## config.mk

```make
export PLATFORM = sky130hd
export DESIGN_NAME = adc_byte_reader
export DESIGN_NICKNAME = d
export VERILOG_FILES = /design/src/rtl/adc_rd_pkg.sv /design/src/rtl/adc_rd_guard.sv /design/src/rtl/adc_rd_seq.sv /design/src/rtl/adc_rd_assemble.sv /design/src/rtl/adc_byte_reader.sv
export SDC_FILE = /design/constraint.sdc
export NUM_CORES = 1
export LEC_CHECK = 0
export BUFFER_PORTS_ARGS = -buffer_cell sky130_fd_sc_hd__buf_2
export CELL_PAD_IN_SITES_DETAIL_PLACEMENT = 1
export CELL_PAD_IN_SITES_GLOBAL_PLACEMENT = 2
export CORE_UTILIZATION = 30
export CTS_CLUSTER_DIAMETER = 30
export DETAILED_ROUTE_END_ITERATION = 10
export PLACE_DENSITY_LB_ADDON = 0.08
export SETUP_SLACK_MARGIN = 0.15
export SKIP_LAST_GASP = 1
export SYNTH_ARGS = -nofsm -noshare
export SYNTH_HDL_FRONTEND = slang
export SYNTH_SLANG_ARGS = --single-unit
```

## constraint.sdc

```tcl
create_clock -name clk_i -period 1.57 [get_ports clk_i]
set_input_delay 0.314 -clock clk_i [delete_from_list [all_inputs] [get_ports clk_i]]
set_output_delay 0.314 -clock clk_i [all_outputs]
set_load 0.02 [all_outputs]
```

## src/rtl/adc_rd_pkg.sv

```systemverilog
package adc_rd_pkg;

  typedef enum logic [3:0] {
    ST_RST,
    ST_IDLE,
    ST_CONV,
    ST_POST,
    ST_BUSY,
    ST_HI,
    ST_GAP,
    ST_LO,
    ST_ABORT
  } rd_state_e;

  // ns to whole cycles, rounded up, never below one
  function automatic int unsigned ns2cyc(int unsigned ns, int unsigned per);
    int unsigned r;
    r = (ns + per - 1) / per;
    if (r < 1) r = 1;
    return r;
  endfunction

  function automatic int unsigned max2(int unsigned a, int unsigned b);
    return (a > b) ? a : b;
  endfunction

endpackage

```

## src/rtl/adc_rd_guard.sv

```systemverilog
module adc_rd_guard #(
  parameter int unsigned PRE_CYC = 3
) (
  input  logic clk_i,
  input  logic rst_ni,
  input  logic rd_act_i,
  output logic clear_o
);
  localparam int unsigned W = $clog2(PRE_CYC + 1);

  logic [W-1:0] gap_q;

  // reload on every read cycle, count down afterwards
  always_ff @(posedge clk_i or negedge rst_ni) begin
    if (!rst_ni) begin
      gap_q <= '0;
    end else if (rd_act_i) begin
      gap_q <= W'(PRE_CYC);
    end else if (gap_q != '0) begin
      gap_q <= gap_q - 1'b1;
    end
  end

  assign clear_o = (gap_q == '0) && !rd_act_i;
endmodule

```

## src/rtl/adc_rd_seq.sv

```systemverilog
module adc_rd_seq
  import adc_rd_pkg::*;
#(
  parameter int unsigned RST_CYC   = 2,
  parameter int unsigned CV_CYC    = 2,
  parameter int unsigned POST_CYC  = 2,
  parameter int unsigned RD_CYC    = 2,
  parameter bit          TOGGLE_RD = 1'b1
) (
  input  logic clk_i,
  input  logic rst_ni,
  input  logic start_i,
  input  logic abort_i,
  input  logic busy_i,
  input  logic guard_clr_i,
  output logic cs_no,
  output logic rd_no,
  output logic convst_no,
  output logic byte_o,
  output logic adc_rst_no,
  output logic cap_hi_o,
  output logic cap_lo_o
);
  localparam int unsigned MAX_CYC = max2(max2(RST_CYC, CV_CYC), max2(POST_CYC, RD_CYC));
  localparam int unsigned CNT_W   = $clog2(MAX_CYC + 1);

  rd_state_e        state_q;
  logic [CNT_W-1:0] cnt_q;
  logic             pend_q;
  logic             cnt_done;
  logic             abort_ok;

  assign cnt_done = (cnt_q == '0);
  assign abort_ok = abort_i && busy_i;

  always_ff @(posedge clk_i or negedge rst_ni) begin
    if (!rst_ni) begin
      state_q <= ST_RST;
      cnt_q   <= CNT_W'(RST_CYC - 1);
      pend_q  <= 1'b0;
    end else begin
      if (start_i) pend_q <= 1'b1;
      case (state_q)
        ST_RST: begin
          if (cnt_done) state_q <= ST_IDLE;
          else          cnt_q   <= cnt_q - 1'b1;
        end
        ST_IDLE: begin
          if ((pend_q || start_i) && guard_clr_i && !busy_i) begin
            state_q <= ST_CONV;
            cnt_q   <= CNT_W'(CV_CYC - 1);
            pend_q  <= 1'b0;
          end
        end
        ST_CONV: begin
          if (cnt_done) begin
            state_q <= ST_POST;
            cnt_q   <= CNT_W'(POST_CYC - 1);
          end else begin
            cnt_q <= cnt_q - 1'b1;
          end
        end
        ST_POST: begin
          if (abort_ok) begin
            state_q <= ST_ABORT;
            cnt_q   <= CNT_W'(CV_CYC - 1);
          end else if (cnt_done) begin
            state_q <= ST_BUSY;
          end else begin
            cnt_q <= cnt_q - 1'b1;
          end
        end
        ST_BUSY: begin
          if (abort_ok) begin
            state_q <= ST_ABORT;
            cnt_q   <= CNT_W'(CV_CYC - 1);
          end else if (!busy_i) begin
            state_q <= ST_HI;
            cnt_q   <= CNT_W'(RD_CYC - 1);
          end
        end
        ST_HI: begin
          if (cnt_done) begin
            state_q <= TOGGLE_RD ? ST_GAP : ST_LO;
            cnt_q   <= CNT_W'(RD_CYC - 1);
          end else begin
            cnt_q <= cnt_q - 1'b1;
          end
        end
        ST_GAP: begin
          state_q <= ST_LO;
          cnt_q   <= CNT_W'(RD_CYC - 1);
        end
        ST_LO: begin
          if (cnt_done) state_q <= ST_IDLE;
          else          cnt_q   <= cnt_q - 1'b1;
        end
        ST_ABORT: begin
          if (cnt_done) state_q <= ST_IDLE;
          else          cnt_q   <= cnt_q - 1'b1;
        end
        default: state_q <= ST_IDLE;
      endcase
    end
  end

  // outputs decoded from registered state only
  always_comb begin
    adc_rst_no = (state_q != ST_RST);
    cs_no      = (state_q == ST_RST) || (state_q == ST_IDLE);
    convst_no  = !((state_q == ST_CONV) || (state_q == ST_ABORT));
    rd_no      = !((state_q == ST_HI) || (state_q == ST_LO));
    byte_o     = (state_q == ST_GAP) || (state_q == ST_LO);
    cap_hi_o   = (state_q == ST_HI) && cnt_done;
    cap_lo_o   = (state_q == ST_LO) && cnt_done;
  end
endmodule

```

## src/rtl/adc_rd_assemble.sv

```systemverilog
module adc_rd_assemble #(
  parameter int unsigned BUS_W = 8
) (
  input  logic               clk_i,
  input  logic               rst_ni,
  input  logic               cap_hi_i,
  input  logic               cap_lo_i,
  input  logic [BUS_W-1:0]   data_i,
  output logic [2*BUS_W-1:0] word_o,
  output logic               valid_o
);
  logic [BUS_W-1:0]   hi_q;
  logic [2*BUS_W-1:0] word_q;
  logic               valid_q;

  always_ff @(posedge clk_i or negedge rst_ni) begin
    if (!rst_ni) begin
      hi_q    <= '0;
      word_q  <= '0;
      valid_q <= 1'b0;
    end else begin
      valid_q <= cap_lo_i;
      if (cap_hi_i) hi_q   <= data_i;
      if (cap_lo_i) word_q <= {hi_q, data_i};
    end
  end

  assign word_o  = word_q;
  assign valid_o = valid_q;
endmodule

```

## src/rtl/adc_byte_reader.sv

```systemverilog
module adc_byte_reader
  import adc_rd_pkg::*;
#(
  parameter int unsigned BUS_W         = 8,
  parameter int unsigned CLK_PERIOD_NS = 20,
  parameter int unsigned PRE_GUARD_NS  = 50,
  parameter int unsigned POST_GUARD_NS = 40,
  parameter int unsigned RST_LOW_NS    = 25,
  parameter int unsigned CONVST_LOW_NS = 40,
  parameter int unsigned RD_ACCESS_NS  = 40,
  parameter bit          TOGGLE_RD     = 1'b1
) (
  input  logic               clk_i,
  input  logic               rst_ni,
  input  logic               start_i,
  input  logic               abort_i,
  input  logic               busy_i,
  input  logic [BUS_W-1:0]   data_i,
  output logic               cs_no,
  output logic               rd_no,
  output logic               convst_no,
  output logic               byte_o,
  output logic               adc_rst_no,
  output logic [2*BUS_W-1:0] word_o,
  output logic               valid_o
);
  localparam int unsigned PRE_CYC  = ns2cyc(PRE_GUARD_NS, CLK_PERIOD_NS);
  localparam int unsigned POST_CYC = ns2cyc(POST_GUARD_NS, CLK_PERIOD_NS);
  localparam int unsigned RST_CYC  = ns2cyc(RST_LOW_NS, CLK_PERIOD_NS);
  localparam int unsigned CV_CYC   = ns2cyc(CONVST_LOW_NS, CLK_PERIOD_NS);
  localparam int unsigned RD_CYC   = ns2cyc(RD_ACCESS_NS, CLK_PERIOD_NS);

  logic guard_clr;
  logic cap_hi, cap_lo;
  logic cs_n, rd_n;

  adc_rd_guard #(.PRE_CYC(PRE_CYC)) u_guard (
    .clk_i   (clk_i),
    .rst_ni  (rst_ni),
    .rd_act_i(!cs_n && !rd_n),
    .clear_o (guard_clr)
  );

  adc_rd_seq #(
    .RST_CYC  (RST_CYC),
    .CV_CYC   (CV_CYC),
    .POST_CYC (POST_CYC),
    .RD_CYC   (RD_CYC),
    .TOGGLE_RD(TOGGLE_RD)
  ) u_seq (
    .clk_i      (clk_i),
    .rst_ni     (rst_ni),
    .start_i    (start_i),
    .abort_i    (abort_i),
    .busy_i     (busy_i),
    .guard_clr_i(guard_clr),
    .cs_no      (cs_n),
    .rd_no      (rd_n),
    .convst_no  (convst_no),
    .byte_o     (byte_o),
    .adc_rst_no (adc_rst_no),
    .cap_hi_o   (cap_hi),
    .cap_lo_o   (cap_lo)
  );

  adc_rd_assemble #(.BUS_W(BUS_W)) u_asm (
    .clk_i   (clk_i),
    .rst_ni  (rst_ni),
    .cap_hi_i(cap_hi),
    .cap_lo_i(cap_lo),
    .data_i  (data_i),
    .word_o  (word_o),
    .valid_o (valid_o)
  );

  assign cs_no = cs_n;
  assign rd_no = rd_n;
endmodule

```

# After elaboration in Yosys (flattened, before gate mapping)
# Index checks and enable logic that the tools add are counted.
[classes] n_div=0 n_shift=0 multipliers=0 n_eq_ne=14 add_sub_neg=2 muxes=21 reduce_logical=28 bitwise_logic=0 magnitude_cmp=0
[op_table] cell="$mux W4" n=8
[op_table] cell="$pmux W4 S7" n=1
[op_table] cell="$eq A4 B3 Y1 const B" n=4
[op_table] cell="$mux W2" n=8
[op_table] cell="$pmux W2 S6" n=1
[op_table] cell="$eq A4 B2 Y1 const B" n=2
[op_table] cell="$ne A2 B1 Y1 const B" n=4
[op_table] cell="$logic_and A1 B1 Y1" n=7
[op_table] cell="$reduce_and A6 Y1" n=1
[op_table] cell="$reduce_bool A6 Y1" n=1
[op_table] cell="$logic_not A1 Y1" n=5
[op_table] cell="$logic_or A1 B1 Y1" n=5
[op_table] cell="$eq A4 B1 Y1 const B" n=1
[op_table] cell="$eq A4 B4 Y1 const B" n=1
[op_table] cell="$logic_not A2 Y1" n=2
[op_table] cell="$logic_not A4 Y1" n=1
[op_table] cell="$reduce_bool A2 Y1" n=2
[op_table] cell="$reduce_bool A4 Y1" n=1
[op_table] cell="$sub A2 B1 Y2 const B" n=2
[op_table] cell="$mux W1" n=3
[op_table] cell="$ne A3 B1 Y1 const B" n=1
[op_table] cell="$ne A3 B2 Y1 const B" n=1
[op_table] cell="$reduce_and A3 Y1" n=1
[op_table] cell="$reduce_or A3 Y1" n=1
[op_table] cell="$reduce_or A2 Y1" n=1
[totals] ram_bits=0 rom_bits=0 n_memories=0 ff_bits=34 latch_bits=0 wordCells=72

# Depth between registers and ports, before layout
[depth] depth_word=10 mapped_depth=7

# Hierarchy
# A second synthesis with hierarchy kept.
[unflattened] cells_unflattened=135 area_unflattened_um2=1680.4
[modules_own_cells] mod="adc_rd_assemble" n_inst=1 seq_area_each_um2=625.6 cells_per_inst=52 area_each_um2=969.7
[modules_own_cells] mod="adc_rd_seq" n_inst=1 seq_area_each_um2=176.4 cells_per_inst=71 area_each_um2=594.3
[modules_own_cells] mod="adc_rd_guard" n_inst=1 seq_area_each_um2=50.0 cells_per_inst=11 area_each_um2=112.6
[modules_own_cells] mod="adc_byte_reader" n_inst=1 seq_area_each_um2=0.0 cells_per_inst=1 area_each_um2=3.8

# Least setup slack after synthesis
# Ideal clock, no wire load.
[synth_path] kind="flip-flop to output port" startpoint="reg u_seq.state_q[3]" endpoint="out adc_rst_no" setup_slack_ns=-0.199 path_buffers=1 stages_incl_launch_ff=4 arrival_ns=1.455 required_ns=1.256 cell_sequence="dfrtp_1 > clkbuf_1 > nor3_1 > nand2b_1"
[synth_via] elab_chain_cells=1
[synth_lines] item="start: declaration" line="adc_rd_seq.sv:27" rtl="rd_state_e state_q;"
[synth_lines] item="start signal: assignment" line="adc_rd_seq.sv:84" rtl="state_q <= TOGGLE_RD ? ST_GAP : ST_LO;"
[synth_lines] item="$reduce_bool A4 Y1" line="adc_rd_seq.sv:109" rtl="adc_rst_no = (state_q != ST_RST);"
[synth_lines] item="end: declaration" line="adc_byte_reader.sv:23" rtl="output logic adc_rst_no,"
# Every way passes these cells.

# Worst setup path in the final report
[layout_path] startpoint="reg u_seq.state_q[1]" endpoint="out convst_no"
[layout_via] elab_chain_cells=3 word_cells_on_any_way=4 classes_between="2 x eq/ne; 2 x reduce/logical"
[layout_lines] item="$eq A4 B2 Y1 / $eq A4 B4 Y1 (equally long branches)" line="adc_rd_seq.sv:111" rtl="convst_no = !((state_q == ST_CONV) || (state_q == ST_ABORT));"
[layout_lines] item="$logic_or A1 B1 Y1 *" line="adc_rd_seq.sv:111"
[layout_lines] item="$logic_not A1 Y1 *" line="adc_rd_seq.sv:111"
[layout_lines] item="end: declaration" line="adc_byte_reader.sv:21" rtl="output logic convst_no,"
# Every way passes the cells marked *; elsewhere a longest branch is shown, timed or not.

==> run metrics <==
status finished, violations left; failing checks negative setup slack; Worst-Margin Slew 448 ps; dpl cells 250; Post-synth EDFFs 0; row count 26; primary flip-flop cell chosen by synthesis mapping sky130_fd_sc_hd__dfrtp_1; post-synthesis instance area 1590 sq um; share of final-layout standard cells stronger than drive strength 1 0.623; final core utilization 0.478; post-synthesis area per instance 12.2 sq um; drt initial violations 24; number of sinks driven by the clock tree 34; I/O pins 35; total iterations of the first detailed-routing run 2; post-synthesis simple-gate area fraction 0.129; setup repair after global routing missed its margin yes; worst clock skew 6.00 ps; peak supply drop 0.848 mV; Mapped Nets 144; Max Buffers Root-to-Sink 2; via count of the first global-routing pass 1310; fraction of the mapped netlist area in compound gates 0.107; static leakage 1.16 nW; kind of end point of the critical path output pin; DR WL/cell 14.5 um; half-perimeter wire length after placement 2.63 mm; number of filler instances in the final layout 556; count of cells along the worst register-to-register path 5; relative area change from synthesis to final layout 54.1%; Post-CTS Hold Fix Bufs 0; time the final worst path needs with I/O delays and setup 1620 ps; floorplan die area 5580 sq um; timing-limited maximum frequency 618 MHz; asr flop ratio synth 1.00; pins over their slew limit 0; cell chosen for the clock root sky130_fd_sc_hd__clkbuf_8; initial antenna violation count 0; distinct cell type count of the synthesized netlist 38; overall die width 74.7 um; post-synthesis share of cell area spent on full adders, half adders and majority gates 0.00789; CTS tree built; worst-path maximum fanout 7; Nets 217; data required time of the worst path 1260 ps; Final Hold Fails 0; starting density of the core 0.310; max-cap violations 0; critical path startpoint category flip-flop; All-Layer GR Usage 0.152; Floorplan Core Area 5110 sq um; number of H-tree levels 2; Worst Path Arrival 1300 ps; final clock period utilization by the worst path 1.03; Slew HR 0.702; Critical path origin u_seq.state_q[1]$_DFFE_PN0P_; worst setup path end convst_no; largest net degree at the start of global routing 35; synthesis-stage register bit count 34; Setup Crit Path Kind flip-flop to output pin; total global routing overflow 0; number of buffers created by CTS 5; ant diodes 0; power density relative to cell area 2290 nW/um^2; final weighted congestion in routability-driven placement 0.730; PortBufs 34; startpoint of the worst-slack reg-to-reg timing path u_seq.state_q[0]$_DFFE_PN0P_; routed wire length 3.97 mm; mux share of post-synthesis cell area 0.178; Vias 1248; capturing point of the worst reg2reg path u_seq.state_q[2]$_DFFE_PN0P_; DRC 0; share of synthesized area occupied by flip-flops and latches 0.537; number of warnings reported in the yosys synthesis log 0; final instance count without filler cells 274; clock latency on the worst-skew pair 280 ps; first-pass GRT wire length 6.29 mm; Hold Crit Class primary input to asynchronous set/reset pin; chip height 74.7 um; combinational family with the most area after synthesis multiplexers; post-synthesis share of cell area spent on xor and xnor gates 0.00552; cells after synthesis 130; min setup slack post-route -48.6 ps; via density per instance 4.55; setup slack, reg-to-reg -40 ps; count of endpoints failing setup in the final report 21; post-route ant nets 0; clock transition at the registers of the reported paths 70 ps
==> cell usage in the layout (no fill, tap or decap), drive strengths merged, types with 2 or more instances in the layout <==
master	n
a21boi	2
a21oi	5
buf	72
clkbuf	6
dfrtp	33
inv	4
mux2	25
nand2	9
nand2b	3
nand3b	2
nor2	10
nor2b	4
nor3	3
o21ai	6
==> critical path, stage by stage, from the launching register on <==
cell	delay, ps
sky130_fd_sc_hd__dfrtp_2	440
sky130_fd_sc_hd__buf_6	150
sky130_fd_sc_hd__nor2b_2	160
sky130_fd_sc_hd__o21ai_2	140
sky130_fd_sc_hd__buf_6	130
==> where the power goes <==
group	switching, W	total (W)	internal (W)
clock network	0.000316	0.000668	0.000352
registers	0.000279	0.00160	0.00132
logic	0.00149	0.00334	0.00185
==> routing by layer <==
layer | vias to the layer above | part of all wire | global-route usage
met3 | 5 | 0.035 | 0.0388
met5 | - | 0 | 0
met4 | 0 | 0.0088 | 0.0503
met2 | 22 | 0.50 | 0.244
li1 | 606 | - | -
met1 | 615 | 0.46 | 0.201
==> synthesized netlist by cell type, types with 2 or more instances <==
cell	instances	area, sq um
sky130_fd_sc_hd__buf_6	2	22.5
sky130_fd_sc_hd__o21ai_0	5	25.0
sky130_fd_sc_hd__inv_1	4	15.0
sky130_fd_sc_hd__nand2b_1	3	18.8
sky130_fd_sc_hd__clkbuf_1	2	7.51
sky130_fd_sc_hd__nand2_1	9	33.8
sky130_fd_sc_hd__a21boi_0	2	15.0
sky130_fd_sc_hd__nor2_1	10	37.5
sky130_fd_sc_hd__a21oi_1	5	25.0
sky130_fd_sc_hd__mux2_2	16	180
sky130_fd_sc_hd__dfrtp_1	33	826
sky130_fd_sc_hd__mux2_1	9	101
sky130_fd_sc_hd__nor3_1	3	15.0
sky130_fd_sc_hd__nor2b_1	3	18.8
==> cell families (layout without fill, tap and decap cells) <==
family                   Yosys count  in the layout
buffers and inverters             10             84
AND/OR/NAND/NOR                   37             37
AO/OA/AOI/OAI                     22             22
XOR/XNOR                           1              1
multiplexers                      25             25
flip-flops                        34             34
adder cells (fa/ha/maj)            1              1
==> through the flow <==
stage | hold WS, ps | setup WS (ps) | TNS, ps | total power, W | area [sq um]
after global placement | 369 | -78.5 | -115 | 0.00406 | 2010
final | 57.5 | -48.6 | -494 | 0.00560 | 2440
after detailed placement | 378 | -94.7 | -248 | 0.00415 | 2010
after floorplan | 18.4 | -9.96 | -89.6 | 0.00321 | 1620
after global routing | 94.7 | -112 | -1830 | 0.00598 | 2440
after CTS | 72.5 | -63.1 | -486 | 0.00538 | 2330
==> layout make-up <==
class	instances	area (sq um)	area share
flip-flops and latches	34	856	0.350
multi-input cells	86	807	0.330
repair buffers	72	582	0.238
well taps	70	87.6	0.0359
clock buffers	6	82.6	0.0338
inverters	4	15.0	0.00615
clock inverters	2	12.5	0.00512
==> state kept, by name, summed over array words and instances (netlist names) <==
signal / cells
u_asm.hi_q: 8
u_asm.word_o: 16
u_seq.pend_q: 1
u_guard.gap_q: 2
u_seq.cnt_q: 2
u_seq.state_q: 4
u_asm.valid_o: 1
==> how the worst min path moves through the flow <==
stage | end | cells after the start
after global placement | u_guard.gap_q[0]$_DFFE_PN0P_ | 2
final | u_seq.state_q[0]$_DFFE_PN0P_ | 2
after floorplan | u_asm.hi_q[0]$_DFFE_PN0P_ | 0
after detailed placement | u_guard.gap_q[0]$_DFFE_PN0P_ | 2
after global routing | u_seq.state_q[0]$_DFFE_PN0P_ | 2
after CTS | u_seq.state_q[0]$_DFFE_PN0P_ | 2
==> repair_timing <==
action                                  4_1_cts  5_1_grt
buffers inserted                              7        7
pin swaps                                     2        9
endpoints found under the setup margin       33       35
cloned                                        2        0
gates resized for setup                      36       14
No activity file was read; power rests on OpenSTA's default activity.
